$ cat config.mk
export PLATFORM = sky130hd
export DESIGN_NAME = evt_timer
export DESIGN_NICKNAME = d
export VERILOG_FILES = /design/src/rtl/evt_timer_pkg.sv /design/src/rtl/evt_timer_edge.sv /design/src/rtl/evt_timer_pace.sv /design/src/rtl/evt_timer_count.sv /design/src/rtl/evt_timer.sv
export SDC_FILE = /design/constraint.sdc
export NUM_CORES = 1
export LEC_CHECK = 0
export CAP_MARGIN = 20
export CORE_ASPECT_RATIO = 1.2
export CORE_MARGIN = 2
export CORE_UTILIZATION = 40
export CTS_CLUSTER_DIAMETER = 80
export DETAILED_ROUTE_END_ITERATION = 10
export DONT_BUFFER_PORTS = 1
export GPL_ROUTABILITY_DRIVEN = 0
export PLACE_DENSITY = 0.63
export SYNTH_ARGS = -nofsm -noshare
export SYNTH_HDL_FRONTEND = slang
export SYNTH_SLANG_ARGS = --single-unit
$ cat constraint.sdc
create_clock -name clk -period 2.7 [get_ports clk]
set_clock_uncertainty 0.1 [all_clocks]
set_input_delay 0.405 -clock clk [delete_from_list [all_inputs] [get_ports clk]]
set_output_delay 0.405 -clock clk [all_outputs]
set_load 0.01 [all_outputs]
$ cat src/rtl/evt_timer_pkg.sv
// Package: shared register addresses, control-byte layout and reset value
// for the timer/counter. Assumes a byte-wide register bus.
package evt_timer_pkg;

    localparam int BYTE_W = 8;
    localparam int ADDR_W = 2;
    localparam int PS_W   = 3;

    typedef enum logic [ADDR_W-1:0] {
        A_CTRL   = 2'd0,
        A_CNT_LO = 2'd1,
        A_CNT_HI = 2'd2,
        A_FLAG   = 2'd3
    } reg_addr_e;

    typedef struct packed {
        logic            run;
        logic            wide;
        logic            fall;
        logic            ext;
        logic            bypass;
        logic [PS_W-1:0] sel;
    } ctrl_t;

    localparam ctrl_t CTRL_RST = '{run: 1'b1, wide: 1'b0, fall: 1'b0, ext: 1'b1,
                                   bypass: 1'b1, sel: 3'b111};

endpackage

$ cat src/rtl/evt_timer_edge.sv
// Module: synchronizes the asynchronous count pin through STAGES flops and
// turns the selected edge polarity into a one-cycle pulse.
// Assumes: pin held low through reset (a high pin looks like a rising edge).
module evt_timer_edge #(
    parameter int STAGES = 2
) (
    input  logic clk,
    input  logic rst_n,
    input  logic pin,
    input  logic fall_sel,
    output logic pulse
);

    logic [STAGES-1:0] sync_q;
    logic              last_q;
    logic              cur;

    generate
        if (STAGES == 1) begin : g_one
            // single-stage capture of the pin
            always_ff @(posedge clk) begin
                if (!rst_n) sync_q <= '0;
                else        sync_q <= pin;
            end
        end else begin : g_many
            // shift the pin through the synchronizer chain
            always_ff @(posedge clk) begin
                if (!rst_n) sync_q <= '0;
                else        sync_q <= {sync_q[STAGES-2:0], pin};
            end
        end
    endgenerate

    assign cur = sync_q[STAGES-1];

    // remember the previous synchronized level for edge detection
    always_ff @(posedge clk) begin
        if (!rst_n) last_q <= 1'b0;
        else        last_q <= cur;
    end

    // pick the edge polarity requested by software
    assign pulse = fall_sel ? (last_q & ~cur) : (~last_q & cur);

    // an edge pulse lasts exactly one cycle while polarity is unchanged
    assert_one_cycle_pulse_R5: assert property (@(posedge clk) disable iff (!rst_n)
        pulse |=> (!pulse || (fall_sel != $past(fall_sel))));

endmodule

$ cat src/rtl/evt_timer_pace.sv
// Module: produces the counter step strobe. It holds the instruction-tick
// divider, the post-write hold-off and the power-of-two prescaler.
// Assumes: load is a one-cycle strobe for a write of the counter low byte.
module evt_timer_pace #(
    parameter int TICK_DIV   = 4,
    parameter int HOLD_TICKS = 2,
    parameter int PS_W       = 3
) (
    input  logic            clk,
    input  logic            rst_n,
    input  logic            run,
    input  logic            ext_sel,
    input  logic            bypass,
    input  logic [PS_W-1:0] sel,
    input  logic            ext_pulse,
    input  logic            load,
    output logic            step,
    output logic            hold_busy
);

    localparam int PH_W   = (TICK_DIV > 1) ? $clog2(TICK_DIV) : 1;
    localparam int HOLD_W = $clog2(HOLD_TICKS + 1);
    localparam int PRE_W  = 1 << PS_W;

    logic [PH_W-1:0]   phase_q;
    logic              tick;
    logic [HOLD_W-1:0] hold_q;
    logic [PRE_W-1:0]  pre_q;
    logic [PRE_W-1:0]  pre_mask;
    logic              pre_full;
    logic              raw_evt;
    logic              accepted;

    // free-running instruction-cycle divider
    always_ff @(posedge clk) begin
        if (!rst_n)                                phase_q <= '0;
        else if (phase_q == PH_W'(TICK_DIV - 1))   phase_q <= '0;
        else                                       phase_q <= phase_q + PH_W'(1);
    end

    assign tick = (phase_q == PH_W'(TICK_DIV - 1));

    // hold-off counter: armed by a counter write, drained by instruction ticks
    always_ff @(posedge clk) begin
        if (!rst_n)                         hold_q <= '0;
        else if (load)                      hold_q <= HOLD_W'(HOLD_TICKS);
        else if (tick && (hold_q != '0))    hold_q <= hold_q - HOLD_W'(1);
    end

    assign hold_busy = (hold_q != '0);

    // select the event source and gate it with run and hold-off
    assign raw_evt  = ext_sel ? ext_pulse : tick;
    assign accepted = raw_evt & run & ~hold_busy & ~load;

    // mask of the prescaler bits in use for ratio 2^(sel+1)
    always_comb begin
        for (int i = 0; i < PRE_W; i++) pre_mask[i] = (i <= int'(sel));
    end

    assign pre_full = ((pre_q & pre_mask) == pre_mask);

    // prescaler count, restarted on a counter write
    always_ff @(posedge clk) begin
        if (!rst_n)                     pre_q <= '0;
        else if (load)                  pre_q <= '0;
        else if (accepted && !bypass)   pre_q <= pre_full ? '0 : pre_q + PRE_W'(1);
    end

    assign step = accepted & (bypass | pre_full);

    // instruction ticks never come on back-to-back cycles
    assert_tick_spacing_R2: assert property (@(posedge clk) disable iff (!rst_n)
        (tick && (TICK_DIV > 1)) |=> !tick);

    // a counter write restarts the prescaler from zero
    assert_prescale_restart_R4: assert property (@(posedge clk) disable iff (!rst_n)
        load |=> (pre_q == '0));

endmodule

$ cat src/rtl/evt_timer_count.sv
// Module: the 16-bit counter, the high-byte buffer and the sticky overflow
// flag. In 8-bit mode only the low byte counts and the high byte is kept.
// Assumes: at most one of load_lo, wr_buf, rd_lo, flag_wr per cycle.
module evt_timer_count #(
    parameter int BYTE_W = 8
) (
    input  logic              clk,
    input  logic              rst_n,
    input  logic              wide,
    input  logic              run,
    input  logic              step,
    input  logic              hold_busy,
    input  logic              load_lo,
    input  logic              wr_buf,
    input  logic              rd_lo,
    input  logic [BYTE_W-1:0] wdata,
    input  logic              flag_wr,
    input  logic              flag_wdata,
    output logic [2*BYTE_W-1:0] cnt,
    output logic [BYTE_W-1:0] buf_out,
    output logic              ovf
);

    localparam int CNT_W = 2 * BYTE_W;

    logic [CNT_W-1:0]  cnt_q;
    logic [BYTE_W-1:0] buf_q;
    logic              ovf_q;
    logic              wrap;

    // a wrap happens when all bits of the active width are ones
    assign wrap = wide ? (&cnt_q) : (&cnt_q[BYTE_W-1:0]);

    // counter: bus load has priority over a step
    always_ff @(posedge clk) begin
        if (!rst_n) begin
            cnt_q <= '0;
        end else if (load_lo) begin
            if (wide) cnt_q <= {buf_q, wdata};
            else      cnt_q[BYTE_W-1:0] <= wdata;
        end else if (step) begin
            if (wide) cnt_q <= cnt_q + CNT_W'(1);
            else      cnt_q[BYTE_W-1:0] <= cnt_q[BYTE_W-1:0] + BYTE_W'(1);
        end
    end

    // high-byte buffer: written by the bus, refreshed by a low-byte read in 16-bit mode
    always_ff @(posedge clk) begin
        if (!rst_n)             buf_q <= '0;
        else if (wr_buf)        buf_q <= wdata;
        else if (rd_lo && wide) buf_q <= cnt_q[CNT_W-1:BYTE_W];
    end

    // sticky overflow flag: a wrap wins over a software write
    always_ff @(posedge clk) begin
        if (!rst_n)                        ovf_q <= 1'b0;
        else if (step && wrap && !load_lo) ovf_q <= 1'b1;
        else if (flag_wr)                  ovf_q <= flag_wdata;
    end

    assign cnt     = cnt_q;
    assign buf_out = buf_q;
    assign ovf     = ovf_q;

    // a counted wrap always raises the flag
    assert_wrap_sets_flag_R9: assert property (@(posedge clk) disable iff (!rst_n)
        (step && wrap && !load_lo) |=> ovf_q);

    // in 8-bit mode the true high byte never moves
    assert_narrow_high_kept_R9: assert property (@(posedge clk) disable iff (!rst_n)
        !wide |=> $stable(cnt_q[CNT_W-1:BYTE_W]));

    // the flag only drops through a software write
    assert_flag_sticky_R10: assert property (@(posedge clk) disable iff (!rst_n)
        (ovf_q && !flag_wr) |=> ovf_q);

    // the counter is frozen during the hold-off window
    assert_hold_freezes_R3: assert property (@(posedge clk) disable iff (!rst_n)
        (hold_busy && !load_lo) |=> $stable(cnt_q));

    // a cleared run bit freezes the counter
    assert_run_halts_R11: assert property (@(posedge clk) disable iff (!rst_n)
        (!run && !load_lo) |=> $stable(cnt_q));

    // a buffer write alone leaves the counter untouched
    assert_buffer_only_R8: assert property (@(posedge clk) disable iff (!rst_n)
        (wr_buf && !step) |=> $stable(cnt_q));

endmodule

$ cat src/rtl/evt_timer.sv
// Module: top of the timer/counter. Decodes the register bus, holds the
// control byte and ties the edge detector, pacing logic and counter together.
// Assumes: bus strobes are one access per cycle; bus_rdata is combinational.
module evt_timer
    import evt_timer_pkg::*;
#(
    parameter int TICK_DIV    = 4,
    parameter int HOLD_TICKS  = 2,
    parameter int SYNC_STAGES = 2
) (
    input  logic              clk,
    input  logic              rst_n,
    input  logic              bus_wr,
    input  logic              bus_rd,
    input  logic [ADDR_W-1:0] bus_addr,
    input  logic [BYTE_W-1:0] bus_wdata,
    output logic [BYTE_W-1:0] bus_rdata,
    input  logic              ext_in,
    output logic              ovf_flag
);

    ctrl_t               ctrl_q;
    reg_addr_e           addr;
    logic                wr_ctrl;
    logic                wr_lo;
    logic                wr_hi;
    logic                wr_flag;
    logic                rd_lo;
    logic                ext_pulse;
    logic                step;
    logic                hold_busy;
    logic [2*BYTE_W-1:0] cnt;
    logic [BYTE_W-1:0]   buf_val;
    logic                ovf;

    assign addr    = reg_addr_e'(bus_addr);
    assign wr_ctrl = bus_wr && (addr == A_CTRL);
    assign wr_lo   = bus_wr && (addr == A_CNT_LO);
    assign wr_hi   = bus_wr && (addr == A_CNT_HI);
    assign wr_flag = bus_wr && (addr == A_FLAG);
    assign rd_lo   = bus_rd && (addr == A_CNT_LO);

    // control byte register
    always_ff @(posedge clk) begin
        if (!rst_n)       ctrl_q <= CTRL_RST;
        else if (wr_ctrl) ctrl_q <= ctrl_t'(bus_wdata);
    end

    evt_timer_edge #(
        .STAGES   (SYNC_STAGES)
    ) u_edge (
        .clk      (clk),
        .rst_n    (rst_n),
        .pin      (ext_in),
        .fall_sel (ctrl_q.fall),
        .pulse    (ext_pulse)
    );

    evt_timer_pace #(
        .TICK_DIV   (TICK_DIV),
        .HOLD_TICKS (HOLD_TICKS),
        .PS_W       (PS_W)
    ) u_pace (
        .clk        (clk),
        .rst_n      (rst_n),
        .run        (ctrl_q.run),
        .ext_sel    (ctrl_q.ext),
        .bypass     (ctrl_q.bypass),
        .sel        (ctrl_q.sel),
        .ext_pulse  (ext_pulse),
        .load       (wr_lo),
        .step       (step),
        .hold_busy  (hold_busy)
    );

    evt_timer_count #(
        .BYTE_W     (BYTE_W)
    ) u_count (
        .clk        (clk),
        .rst_n      (rst_n),
        .wide       (ctrl_q.wide),
        .run        (ctrl_q.run),
        .step       (step),
        .hold_busy  (hold_busy),
        .load_lo    (wr_lo),
        .wr_buf     (wr_hi),
        .rd_lo      (rd_lo),
        .wdata      (bus_wdata),
        .flag_wr    (wr_flag),
        .flag_wdata (bus_wdata[0]),
        .cnt        (cnt),
        .buf_out    (buf_val),
        .ovf        (ovf)
    );

    // read-data multiplexer
    always_comb begin
        case (addr)
            A_CTRL:   bus_rdata = ctrl_q;
            A_CNT_LO: bus_rdata = cnt[BYTE_W-1:0];
            A_CNT_HI: bus_rdata = buf_val;
            default:  bus_rdata = {{(BYTE_W-1){1'b0}}, ovf};
        endcase
    end

    assign ovf_flag = ovf;

    // the output pin follows the flag read back on the bus
    assert_flag_pin_R10: assert property (@(posedge clk) disable iff (!rst_n)
        (addr == A_FLAG) |-> (bus_rdata[0] == ovf_flag));

endmodule

==> flow_metrics.py <==
metrics = {
    "status": {
        "status": "complete, no violations",
    },
    "floorplan": {
        "core-area_um2": 6330,
        "die_h_um": 91.9,
        "start_util": 0.407,
        "die_w_um": 77.3,
        "dieArea_um2": 7100,
        "fp-row-count": 32,
        "ios": 24,
    },
    "timing": {
        "slew_violations": 0,
        "tightest_slew_ps": 652,
        "fin_tns_setup_ps": 0,
        "fmax_mhz": 437,
        "period_minus_slack_ps": 2290,
        "setup_slack_ps": 412,
        "finalHoldViolations": 0,
        "slew-limit-headroom": 0.561,
        "rsz0062_at_grt": "false",
        "period_share": 0.847,
        "setup_violations": 0,
        "holdWs_ps": 54.7,
    },
    "global_route": {
        "overflow": 0,
        "grt_pass1_vias": 2342,
        "antenna_found_initial": 0,
        "grt_use_total": 0.213,
        "grt_pass1_wl_um": 11900,
        "grt_max_degree": 25,
    },
    "synth": {
        "synth_compound_area_frac": 0.208,
        "synthCells": 323,
        "synth_enable_flop_cells": 0,
        "synthTopCellsByArea": "dfxtp_1 (37%), nand2_1 (7.0%), nand3_1 (4.3%)",
        "synthArstFlopShare": 0,
        "yosysSeqAreaShare": 0.373,
        "yosys.area_share.simple": 0.277,
        "synth-seq-cells": 48,
        "yosysWarnings": 0,
        "yosysTopAreaCell": "dfxtp_1",
        "netlist-cell-type-count": 50,
        "yosysTopAreaCellShare": 0.373,
        "synth_top_family_by_area": "simple AND/OR/NAND/NOR gates",
        "syn-cell-area_um2": 2580,
        "synth_xor_area_frac": 0.0272,
        "synthAdderAreaFrac": 0.0194,
        "syn-num-nets": 342,
        "muxShareOfSynthArea": 0.0476,
        "synth.avg_cell_area_um2": 7.98,
        "synth_flop_cell": "dfxtp_1",
    },
    "critical_path": {
        "path_class": "register to register",
        "crit_path_max_fanout": 24,
        "r2r_start": "u_pace.pre_q[1]",
        "crit_path_end_kind": "register",
        "worstPathArrival_ps": 2440,
        "crit_required_ps": 2850,
        "crit_start": "u_pace.pre_q[1]",
        "cp-start-kind": "register",
    },
    "drt": {
        "num_vias": 2393,
        "drc": 0,
        "met2_length_um": 3540,
        "viasPerCell": 5.91,
        "drt-met1-wl_um": 3030,
        "routed_wl_um": 7160,
        "drtAntennaViolNets": 0,
        "drt-initial-drc-count": 139,
        "dr_wl_met3_um": 436,
        "wl_per_cell_um": 17.7,
        "drtPass1Iterations": 5,
        "top_layer_used": "met4",
    },
    "power": {
        "vdd_drop_max_v": 0.000242,
        "powerDensity_nw_per_um2": 493,
        "power.leakage_uw": 0.000937,
    },
    "final_layout": {
        "nNetsFinal": 338,
        "layout-area-overhead-vs-synth_pct": 6.51,
        "layout-drive-gt1-share": 0.0688,
        "n_antenna_cell": 0,
    },
    "clocking": {
        "holdBufCountCts": 0,
        "cts_resized": 0,
        "htreeDepth": 2,
        "cts_buffers": 5,
        "clkTransAtPathRegs_ps": 100,
        "cts_sinks": 48,
        "cts_tree": "built",
        "cts_buffer_depth": 2,
        "cts_root_buffer": "clkbuf_8",
        "worstSkewPairLatency_ps": 320,
        "post-cts-setup-buffers": 0,
    },
    "place": {
        "port_buffers": 0,
        "place_ws_ps": 462,
        "dp_hpwl_um": 5260,
    },
    "hold_path": {
        "min_path_type": "input port to register",
        "min_from": "rst_n",
    },
    "run": {
        "drv_cap": 0,
    },
}
-- cell families after synthesis --
logic type	count (synthesis)
adders and majority gates	4
and+or+nand+nor	141
DFF	48
AOI/OAI and AO/OA	83
muxes	11
xor gates and xnor gates	8
buffers and inverters	28
-- final timing paths --
path                                           to  cells after the start  slack [ps]
worst min register to register  u_pace.phase_q[0]                      1         340
worst max-delay path               u_count.cnt[7]                      6         410
worst min-delay path                    ctrl_q[7]                      1          50
worst max register to register     u_count.cnt[7]                      6         410
-- synthesized netlist by cell type, types with 2 or more instances --
cell type	n
dfxtp_1	48
nand2_1	48
nor2_1	24
nand3_1	22
o21ai_0	21
a21oi_1	14
clkbuf_1	13
a31oi_1	11
mux2i_1	10
a311oi_1	8
inv_1	8
nor3_1	7
and2_1	6
o21ai_1	6
or3_1	5
or4_1	5
ha_1	4
nor4_1	4
o211ai_1	4
o31ai_1	4
xnor2_1	4
xor2_1	4
a21boi_0	3
nand4_1	3
nor2b_1	3
a211oi_1	2
and3_1	2
and3b_1	2
and4_1	2
buf_4	2
nand3b_4	2
nor3b_1	2
o311ai_0	2
o311ai_1	2
-- critical path, cell delays in order (launching register included) --
cell	delay, ps
dfxtp_1	460
inv_2	60
a21boi_0	210
a2bb2oi_1	340
nand3b_4	290
or4_1	580
a31oi_1	170
-- per-stage QoR --
step                instances  cell area, µm²   util  power [µW]
CTS                       405            2740  0.434        1350
global placement          397            2650  0.419         910
floorplan                 323            2580      -         888
global route              405            2740  0.434        1400
finish                    405            2740  0.434        1350
detailed placement        397            2650  0.419         912
-- layout make-up --
class / instances / area, µm²
inverters: 10 / 37.5
fillers: 669 / 3580
repair buffers: 7 / 52.6
clock buffers: 5 / 68.8
well taps: 85 / 106
clock inverters: 3 / 23.8
flip-flops and latches: 48 / 961
multi-input cells: 247 / 1490
-- where the power goes --
group          internal [µW]  switching [µW]  leakage, µW  total (µW)
clock network            184             271    0.0000404         455
registers                735            29.8     0.000391         765
logic                   52.9            78.7     0.000506         132
-- cells in the final DEF (no fill, tap or decap), types with 3 or more instances in the layout --
cell type	n
a21boi_0	3
a21oi_1	14
a311oi_1	8
a31oi_1	11
and2_1	6
buf_4	7
clkbuf_8	5
dfxtp_1	48
ha_1	4
inv_1	8
mux2i_1	10
nand2_1	48
nand3_1	22
nand4_1	3
nor2_1	24
nor2b_1	3
nor3_1	7
nor4_1	4
o211ai_1	4
o21ai_0	21
o21ai_1	6
o31ai_1	4
or3_1	5
or4_1	5
xnor2_1	4
xor2_1	4
-- flip-flops by register name, summed over array words and instances, names as in the netlist --
signal           flops
u_pace.pre_q         8
u_pace.hold_q        2
u_count.buf_out      8
u_edge.last_q        1
u_edge.sync_q        2
u_pace.phase_q       2
ctrl_q               8
u_count.cnt         16
u_count.ovf          1
-- layer usage --
layer / track usage / up-vias
met4: 0.0804 / 0
met1: 0.269 / 1119
met3: 0.0374 / 12
met2: 0.362 / 93
met5: 0 / -
li1: - / 1169
No activity file was read; power rests on OpenSTA's default activity.
